--- src/rtl/cbr_refresh_pkg.sv ---
package cbr_refresh_pkg;
  typedef enum logic [1:0] {
    SEQ_IDLE = 2'd0,
    SEQ_CAS  = 2'd1,
    SEQ_RAS  = 2'd2,
    SEQ_PRE  = 2'd3
  } seq_state_t;
endpackage

--- src/rtl/rfsh_interval_timer.sv ---
module rfsh_interval_timer #(
  parameter int INTERVAL = 1562
) (
  input  logic clk,
  input  logic rst,
  output logic tick
);
  localparam int CW = (INTERVAL > 2) ? $clog2(INTERVAL) : 1;
  localparam logic [CW-1:0] LAST = CW'(INTERVAL - 1);

  logic [CW-1:0] cnt_q;

  always_ff @(posedge clk) begin
    if (rst) begin
      cnt_q <= '0;
      tick  <= 1'b0;
    end else if (cnt_q == LAST) begin
      cnt_q <= '0;
      tick  <= 1'b1;
    end else begin
      cnt_q <= cnt_q + 1'b1;
      tick  <= 1'b0;
    end
  end

  assert_tick_single_R2: assert property (@(posedge clk) disable iff (rst)
    tick |=> !tick);
endmodule

--- src/rtl/rfsh_debt_counter.sv ---
module rfsh_debt_counter #(
  parameter int DEBT_MAX = 8
) (
  input  logic clk,
  input  logic rst,
  input  logic tick,
  input  logic fin,
  output logic pending,
  output logic overdue
);
  localparam int DW = $clog2(DEBT_MAX + 1);
  localparam logic [DW-1:0] CAP = DW'(DEBT_MAX);

  logic [DW-1:0] debt_q, debt_d;
  logic          inc, dec;

  assign inc = tick && (debt_q != CAP);
  assign dec = fin && (debt_q != '0);

  always_comb begin
    debt_d = debt_q;
    if (inc && !dec) debt_d = debt_q + 1'b1;
    else if (dec && !inc) debt_d = debt_q - 1'b1;
  end

  always_ff @(posedge clk) begin
    if (rst) begin
      debt_q  <= '0;
      pending <= 1'b0;
      overdue <= 1'b0;
    end else begin
      debt_q  <= debt_d;
      pending <= (debt_d != '0);
      overdue <= overdue | (debt_d == CAP);
    end
  end

  assert_debt_bound_R10: assert property (@(posedge clk) disable iff (rst)
    debt_q <= CAP);
  assert_overdue_sticky_R10: assert property (@(posedge clk) disable iff (rst)
    overdue |=> overdue);
  assert_fin_owed_R9: assert property (@(posedge clk) disable iff (rst)
    fin |-> pending);
endmodule

--- src/rtl/rfsh_cbr_sequencer.sv ---
module rfsh_cbr_sequencer
  import cbr_refresh_pkg::*;
#(
  parameter int CSR_CYC = 2,
  parameter int RAS_CYC = 4,
  parameter int PRE_CYC = 3
) (
  input  logic clk,
  input  logic rst,
  input  logic pending,
  input  logic gnt,
  output logic fin,
  output logic own,
  output logic ras_n,
  output logic cas_n,
  output logic done
);
  localparam int M1 = (CSR_CYC > RAS_CYC) ? CSR_CYC : RAS_CYC;
  localparam int MX = (M1 > PRE_CYC) ? M1 : PRE_CYC;
  localparam int CW = (MX > 1) ? $clog2(MX) : 1;

  seq_state_t    state_q, state_d;
  logic [CW-1:0] cnt_q, cnt_d;

  always_comb begin
    state_d = state_q;
    cnt_d   = cnt_q;
    fin     = 1'b0;
    unique case (state_q)
      SEQ_IDLE: if (pending && gnt) begin
        state_d = SEQ_CAS;
        cnt_d   = CW'(CSR_CYC - 1);
      end
      SEQ_CAS: if (cnt_q == '0) begin
        state_d = SEQ_RAS;
        cnt_d   = CW'(RAS_CYC - 1);
      end else cnt_d = cnt_q - 1'b1;
      SEQ_RAS: if (cnt_q == '0) begin
        state_d = SEQ_PRE;
        cnt_d   = CW'(PRE_CYC - 1);
      end else cnt_d = cnt_q - 1'b1;
      SEQ_PRE: if (cnt_q == '0) begin
        state_d = SEQ_IDLE;
        fin     = 1'b1;
      end else cnt_d = cnt_q - 1'b1;
      default: state_d = SEQ_IDLE;
    endcase
  end

  always_ff @(posedge clk) begin
    if (rst) begin
      state_q <= SEQ_IDLE;
      cnt_q   <= '0;
      own     <= 1'b0;
      ras_n   <= 1'b1;
      cas_n   <= 1'b1;
      done    <= 1'b0;
    end else begin
      state_q <= state_d;
      cnt_q   <= cnt_d;
      own     <= (state_d != SEQ_IDLE);
      ras_n   <= (state_d != SEQ_RAS);
      cas_n   <= !((state_d == SEQ_CAS) || (state_d == SEQ_RAS));
      done    <= fin;
    end
  end

  assert_cas_leads_R5: assert property (@(posedge clk) disable iff (rst)
    !ras_n |-> !cas_n);
  assert_cas_before_fall_R5: assert property (@(posedge clk) disable iff (rst)
    $fell(ras_n) |-> $past(!cas_n));
  assert_joint_release_R6: assert property (@(posedge clk) disable iff (rst)
    $rose(ras_n) |-> $rose(cas_n));
  assert_done_releases_R7: assert property (@(posedge clk) disable iff (rst)
    done |-> !own);
endmodule

--- src/rtl/cbr_refresh_sched.sv ---
module cbr_refresh_sched #(
  parameter int CLK_KHZ      = 100000,
  parameter int WINDOW_MS    = 64,
  parameter int REFRESH_ROWS = 4096,
  parameter int CSR_CYC      = 2,
  parameter int RAS_CYC      = 4,
  parameter int PRE_CYC      = 3,
  parameter int DEBT_MAX     = 8
) (
  input  logic clk,
  input  logic rst,
  input  logic gnt,
  output logic req,
  output logic own,
  output logic ras_n,
  output logic cas_lo_n,
  output logic cas_hi_n,
  output logic we_n,
  output logic done,
  output logic overdue
);
  localparam int INTERVAL = (CLK_KHZ * WINDOW_MS) / REFRESH_ROWS;

  logic tick, fin, cas_n;

  rfsh_interval_timer #(.INTERVAL(INTERVAL)) u_timer (
    .clk(clk), .rst(rst), .tick(tick)
  );

  rfsh_debt_counter #(.DEBT_MAX(DEBT_MAX)) u_debt (
    .clk(clk), .rst(rst), .tick(tick), .fin(fin),
    .pending(req), .overdue(overdue)
  );

  rfsh_cbr_sequencer #(
    .CSR_CYC(CSR_CYC), .RAS_CYC(RAS_CYC), .PRE_CYC(PRE_CYC)
  ) u_seq (
    .clk(clk), .rst(rst), .pending(req), .gnt(gnt), .fin(fin),
    .own(own), .ras_n(ras_n), .cas_n(cas_n), .done(done)
  );

  assign cas_lo_n = cas_n;
  assign cas_hi_n = cas_n;
  assign we_n     = 1'b1;

  assert_grant_gated_R4: assert property (@(posedge clk) disable iff (rst)
    $rose(own) |-> $past(req && gnt));
  assert_req_drop_on_done_R9: assert property (@(posedge clk) disable iff (rst)
    $fell(req) |-> done);
endmodule

--- config.mk ---
export PLATFORM = sky130hd
export DESIGN_NAME = cbr_refresh_sched
export DESIGN_NICKNAME = d
export VERILOG_FILES = /design/src/rtl/cbr_refresh_pkg.sv /design/src/rtl/rfsh_interval_timer.sv /design/src/rtl/rfsh_debt_counter.sv /design/src/rtl/rfsh_cbr_sequencer.sv /design/src/rtl/cbr_refresh_sched.sv
export SDC_FILE = /design/constraint.sdc
export NUM_CORES = 1
export LEC_CHECK = 0
export CAP_MARGIN = 20
export CORE_MARGIN = 4
export CORE_UTILIZATION = 30
export CTS_BUF_LIST = sky130_fd_sc_hd__clkbuf_4
export DETAILED_ROUTE_END_ITERATION = 10
export PLACE_DENSITY = 0.57
export SLEW_MARGIN = 40
export SYNTH_ARGS = -nofsm -noshare
export SYNTH_HDL_FRONTEND = slang
export SYNTH_HIERARCHICAL = 1
export SYNTH_SLANG_ARGS = --single-unit
--- constraint.sdc ---
create_clock -name clk -period 2 [get_ports clk]
set_input_delay 0.4 -clock clk [delete_from_list [all_inputs] [get_ports clk]]
set_output_delay 0.4 -clock clk [all_outputs]
set_load 0.02 [all_outputs]
=== Word-level counts from Yosys, hierarchy flattened ===
Index checks and enable logic that the tools add are counted.

* Output and inout port bits: 8
* Word-level logic and storage cells: 58
* Register bits after elaboration: 26
* Input bits: 3

* Muxes and demuxes: 15
* Reduce and logical (&&, ||, !) cells: 16
* $add $sub $neg: 4
* Equality and inequality tests: 11
* Bitwise gates (word level): 1

{| class="wikitable"
|+ Operators by type and width
! kind !! count
|-
| $mux 2 || 8
|-
| $pmux 2 s4 || 2
|-
| $add 11x1->11 const B || 1
|-
| $eq 11x11->1 const B || 1
|-
| $mux 4 || 2
|-
| $reduce_bool 4->1 || 2
|-
| $eq 2x2->1 const B || 3
|-
| $logic_and 1x1->1 || 5
|-
| $add 4x1->4 const B || 1
|-
| $eq 2x1->1 const B || 2
|-
| $eq 4x4->1 const B || 1
|-
| $logic_not 2->1 || 2
|-
| $ne 2x2->1 const B || 2
|-
| $ne 4x4->1 const B || 1
|-
| $sub 4x1->4 const B || 1
|-
| $logic_not 1->1 || 3
|-
| $mux 1 || 3
|-
| $ne 2x1->1 const B || 1
|-
| $reduce_and 2->1 || 1
|-
| $reduce_bool 2->1 || 1
|-
| $reduce_or 2->1 || 1
|-
| $sub 2x1->2 const B || 1
|-
| $logic_or 1x1->1 || 1
|-
| $or 1x1->1 || 1
|}

=== Longest topological paths before layout ===
* Depth after elaboration: 9
* Depth in mapped cells: 7
* Mapped depth without buffers: 7

=== Hierarchy ===
Netlist, hierarchy kept.

{| class="wikitable"
|+ Modules (own cells, without submodules)
! module !! cells an instance !! instances !! sequential area each (um^2) !! area each (um^2)
|-
| rfsh_interval_timer || 55 || 1 || 240.2 || 523.0
|-
| rfsh_debt_counter || 52 || 1 || 120.1 || 466.7
|-
| rfsh_cbr_sequencer || 38 || 1 || 160.2 || 351.6
|-
| cbr_refresh_sched || 3 || 1 || 0.0 || 18.8
|}

=== Least setup slack after synthesis ===
Ideal clock, no wire load.

* Kind: reg-to-reg
* Start: register u_seq.cnt_q[0]
* End: register u_debt.overdue
* Setup time: 116 ps
* Period minus slack after synthesis: 1970 ps
* Buffers on the path: 0
* Data arrival time: 1854 ps
* Stages on the path, launching flop included: 8
* Setup slack: 30 ps
* Required time: 1884 ps
* Cell sequence: dfxtp_1 -> inv_1 -> ha_1 -> and3_4 -> and2_1 -> mux4_2 -> a32o_1 -> a41o_1

* Word-level cells in the longest chain between the ends: 9
* Elaborated cells between the ends (all ways): 11
* Those cells by class: eq/ne: 1; mux: 4; bitwise: 1; reduce/logical: 5

{| class="wikitable"
|+ Ends and longest elaborated chain
! what !! RTL line !! source
|-
| from (decl) || rfsh_cbr_sequencer.sv:23 || <nowiki>logic [CW-1:0] cnt_q, cnt_d;</nowiki>
|-
| from (signal assigned) || rfsh_cbr_sequencer.sv:60 || <nowiki>cnt_q <= cnt_d;</nowiki>
|-
| $logic_not 2->1 (*) || rfsh_cbr_sequencer.sv:42 || <nowiki>SEQ_PRE: if (cnt_q == '0) begin</nowiki>
|-
| $mux 1 (*) || rfsh_cbr_sequencer.sv:42 ||
|-
| $mux 1 (*) || rfsh_cbr_sequencer.sv:29 || <nowiki>unique case (state_q)</nowiki>
|-
| net fin || cbr_refresh_sched.sv:24 || <nowiki>logic tick, fin, cas_n;</nowiki>
|-
| $logic_and 1x1->1 (*) || rfsh_debt_counter.sv:18 || <nowiki>assign dec = fin && (debt_q != '0);</nowiki>
|-
| $logic_and 1x1->1 / $logic_not 1->1 (equally long branches) || rfsh_debt_counter.sv:23, rfsh_debt_counter.sv:22 ||
|-
| $mux 4 / $logic_and 1x1->1 (equally long branches) || rfsh_debt_counter.sv:23, rfsh_debt_counter.sv:22 ||
|-
| $mux 4 (*) || rfsh_debt_counter.sv:22 || <nowiki>if (inc && !dec) debt_d = debt_q + 1'b1;</nowiki>
|-
| $eq 4x4->1 (*) || rfsh_debt_counter.sv:34 || <nowiki>overdue <= overdue | (debt_d == CAP);</nowiki>
|-
| $or 1x1->1 (*) || rfsh_debt_counter.sv:34 ||
|-
| to (signal assigned) || rfsh_debt_counter.sv:34 ||
|-
| to (decl) || rfsh_debt_counter.sv:9 || <nowiki>output logic overdue</nowiki>
|}

Mark *: on every way through the listed nets, which the timed path passes. The rest lies on a longest branch.
A chain may end at the register's enable or synchronous reset.

=== Worst setup path after layout ===
* Start: register u_seq.cnt_q[1]
* End: register u_debt.overdue

The elaborated chain is that of the path after synthesis.

==> metrics.csv <==
stage,metric,value,unit
sta,fin worst setup slack,38.15,ps
power,Pleak,0.6074,nW
logic_synthesis,"Avg Cell Area, Syn",9.190,µm²
worst_setup_path,worst reg2reg endpoint,u_debt/overdue,
cts,Num CTS Buffers,3,
worst_setup_path,Reg2Reg Depth,7,
place,RePlAce Congestion,0.7939,
worst_hold_path,hold path startpoint,u_timer/cnt_q[10],
place,Port Buffers,9,
power,Pwr per Cell Area,732.4,nW/µm²
worst_setup_path,crit end category,flip-flop,
global_routing,met1 usage,11.97,%
worst_setup_path,reg-to-reg setup timing slack,40,ps
cts,CTS tree,built,
worst_hold_path,hold path depth,2,
run_status,outcome,"complete, no violations",
worst_setup_path,Crit path largest cell delay,470,ps
final_layout,final core occ,37.39,%
sta,Final period util,98.09,%
worst_hold_path,hold endpoint,u_timer/cnt_q[10],
cts,clock buffer depth,2,
global_routing,pin count of the biggest net entering global routing,15,
sta,f_max,509.7,MHz
place,Detail Placement HPWL,2.066,mm
place,dpl ws,-44.87,ps
sta,Total Negative Setup Slacks,0,ps
logic_synthesis,area share of the largest cell type after synthesis,38.27,%
worst_setup_path,worst-path fanout max,5,
logic_synthesis,Async SR Flop Fraction,0,%
floorplan,Cell Rows,24,
final_layout,Nets,182,
global_routing,met2 global-route usage,18.79,%
logic_synthesis,Cell variety after synth,50,
cts,Root Buffer,clkbuf_4,
detailed_routing,drt pass-1 iters,4,
sta,Final setup violation count,0,
global_routing,vias in the first global route,1124,
final_layout,"commonest non-fill, non-tap cell in the layout",dfxtp_1,
detailed_routing,Via Count,1152,
flow_run,max cap viols,0,
logic_synthesis,number of synthesized flops with an enable pin,0,
floorplan,Die H,75.33,µm
power,Clock Power Share,18.5,%
detailed_routing,routed vias/inst,5.189,
logic_synthesis,Yosys Warn Count,6,
worst_setup_path,Critical Path AT,2190,ps
floorplan,num ports,11,
worst_setup_path,CP required,2230,ps
logic_synthesis,"Seq/Total Area, Yosys",38.27,%
worst_setup_path,reg-to-reg startpoint,u_seq/cnt_q[1],
worst_setup_path,Setup CP Type,flip-flop to flip-flop,
worst_setup_path,slowest CP cell,mux4_2,
floorplan,CORE AREA,4384,µm²
sta,hold_ws,488.4,ps
detailed_routing,drt drc,0,
power,Psw,0.3821,mW
detailed_routing,Routed Wire Length,2.823,mm
place,Cells after DPL,214,
sta,final hold violation count,0,
final_layout,"Area growth, synth to finish",20.52,%
final_layout,ANT cells,0,
logic_synthesis,largest area contributor in the netlist,dfxtp_1,
final_layout,most frequent cells in the layout,"24 x dfxtp_1, 15 x nor2_1, 12 x buf_4, 10 x nand2_1, 9 x clkdlybuf4s50_1",
detailed_routing,Final ANT Viol Nets,0,
power,part of the power in registers,49.7,%
power,Sw Ratio,31.83,%
sta,clock skew,7.423,ps
detailed_routing,initial DRC count,38,
global_routing,initial antenna violation count,0,
floorplan,die area,5675,µm²
power,worst ir drop on vdd,0.0003109,V
logic_synthesis,number of synthesized register bits,26,
worst_hold_path,worst min-delay path class,flip-flop to flip-flop,
global_routing,GRT Util Overall,10.30,%
power,combinational share of power,31.8,%
final_layout,share of layout cells above drive strength 1,22.94,%
worst_setup_path,Startpoint Class,flip-flop,
power,Internal Power,0.8184,mW
logic_synthesis,Synth Flop Type,dfxtp_1,
logic_synthesis,Synth Net Count,159,
logic_synthesis,Synth area leaders,"dfxtp_1 38%, ha_1 7.4%, nor2_1 4.1%",
global_routing,grt total ovfl,0,
global_routing,global-route wire length before repair,4.616,mm
floorplan,Initial Util,31.02,%
logic_synthesis,Netlist Area Pre-Place,1360,µm²
global_routing,global route hottest layer,met2,
detailed_routing,routed len/inst,12.72,µm
cts,Worst-path clk slew,140,ps
worst_setup_path,crit path cell chain,"inv_1, ha_2, and3_4, nor2b_1, mux4_2, a32o_2, a41o_1",
cts,clk_lat worst skew,320,ps
cts,# clock sinks,26,
global_routing,Global Route met3 Usage,2.770,%
sta,Rel. slew slack,60.73,%
cts,H-tree levels,1,
floorplan,Chip Width,75.33,µm
sta,"Slew Viols, Final",0,
final_layout,fin cells,222,
sta,Period minus WS final,1962,ps
sta,actual slew at the worst max-slew pin,587.6,ps
logic_synthesis,Cells after Synth,148,
==> power by group through the flow <==
| stage | Sequential (mW) | Clock, mW | Combinational, mW |
|---|---|---|---|
| floorplan | 0.628 | 0 | 0.220 |
| global placement | 0.603 | 0 | 0.342 |
| detailed placement | 0.605 | 0 | 0.358 |
| CTS | 0.594 | 0.242 | 0.366 |
| global route | 0.604 | 0.259 | 0.423 |
| finish | 0.597 | 0.222 | 0.382 |
==> critical path: cells and delay by family (launching register included) <==
family	cells	cell delay, ps
buf+inv	1	50
flops	1	370
fa+ha+maj	1	190
compound gates	2	480
simple gates	2	310
mux	1	470
==> worst max-delay path by stage <==
stage | endpoint | cells past startpoint | startpoint
final | u_debt/overdue | 7 | u_seq/cnt_q[1]
after global routing | u_debt/overdue | 7 | u_seq/cnt_q[0]
after CTS | u_debt/overdue | 7 | u_seq/cnt_q[0]
after detailed placement | u_debt/overdue | 7 | u_seq/cnt_q[0]
after global placement | u_debt/overdue | 7 | u_seq/cnt_q[0]
after floorplan | u_debt/overdue | 7 | u_seq/cnt_q[0]
==> routing by layer <==
metal | vias to the layer above | part of all wire, %
met5 | - | 0
met4 | 0 | 0.57
met3 | 4 | 4.3
met2 | 23 | 51
met1 | 543 | 44
li1 | 582 | -
==> cell type report <==
cell class / instances / area, µm²
inverter: 9 / 33.78
sequential: 26 / 523.0
fill: 439 / 2745
multi-input combinational: 110 / 810.8
tap: 52 / 65.06
clock buffer: 3 / 22.52
timing repair buffer: 21 / 180.2
clock inverter: 1 / 3.754
==> cells by family after synthesis <==
group | Yosys count | share of synthesized area [%]
buffers and inverters | 13 | 4.507
AOI/OAI and AO/OA | 32 | 16.74
other | 1 | 0.2757
adders and majority gates | 8 | 7.360
and+or+nand+nor | 60 | 26.40
muxes | 4 | 3.864
DFF | 26 | 38.27
xor gates and xnor gates | 4 | 2.576
==> through the flow <==
| stage | power (mW) | area [µm²] |
|---|---|---|
| 3_3_place_gp | 0.9445 | 1555 |
| 6_report | 1.201 | 1639 |
| 3_5_place_dp | 0.9629 | 1555 |
| 2_1_floorplan | 0.8475 | 1360 |
| 4_1_cts | 1.202 | 1592 |
| 5_1_grt | 1.285 | 1639 |
==> what timing repair did <==
item                       4_1_cts  5_1_grt
setup buffers                    1        2
resized for setup                2        7
gates cloned                     0        1
pin swaps                        1        2
hold buffers                     0        0
hold endpoints to repair         0        0
setup endpoints to repair        1        3
==> flip-flops by register name, indices dropped and copies added (netlist names) <==
register / count
u_debt/overdue: 1
u_debt/pending: 1
u_debt/debt_q: 4
u_seq/own: 1
u_seq/state_q: 2
u_seq/cnt_q: 2
u_timer/cnt_q: 11
u_seq/ras_n: 1
u_seq/done: 1
u_timer/tick: 1
u_seq/cas_n: 1
==> cells in the mapped netlist (2+ instances only) <==
library cell and n:
or3_1 2, a21boi_0 2, or4_1 3, o31ai_1 3, buf_4 3, nor2b_1 3
nor4bb_1 2, nor4b_1 3, inv_1 8, nand3_2 2, nand2b_1 3, xor2_1 3
ha_1 8, nand3_1 4, mux2i_1 3, a21oi_1 8, and2_1 2, dfxtp_1 26
nand4_1 2, nor2_1 15, o21ai_0 5, nand2_1 10
(Power assumes the default switching activity.)
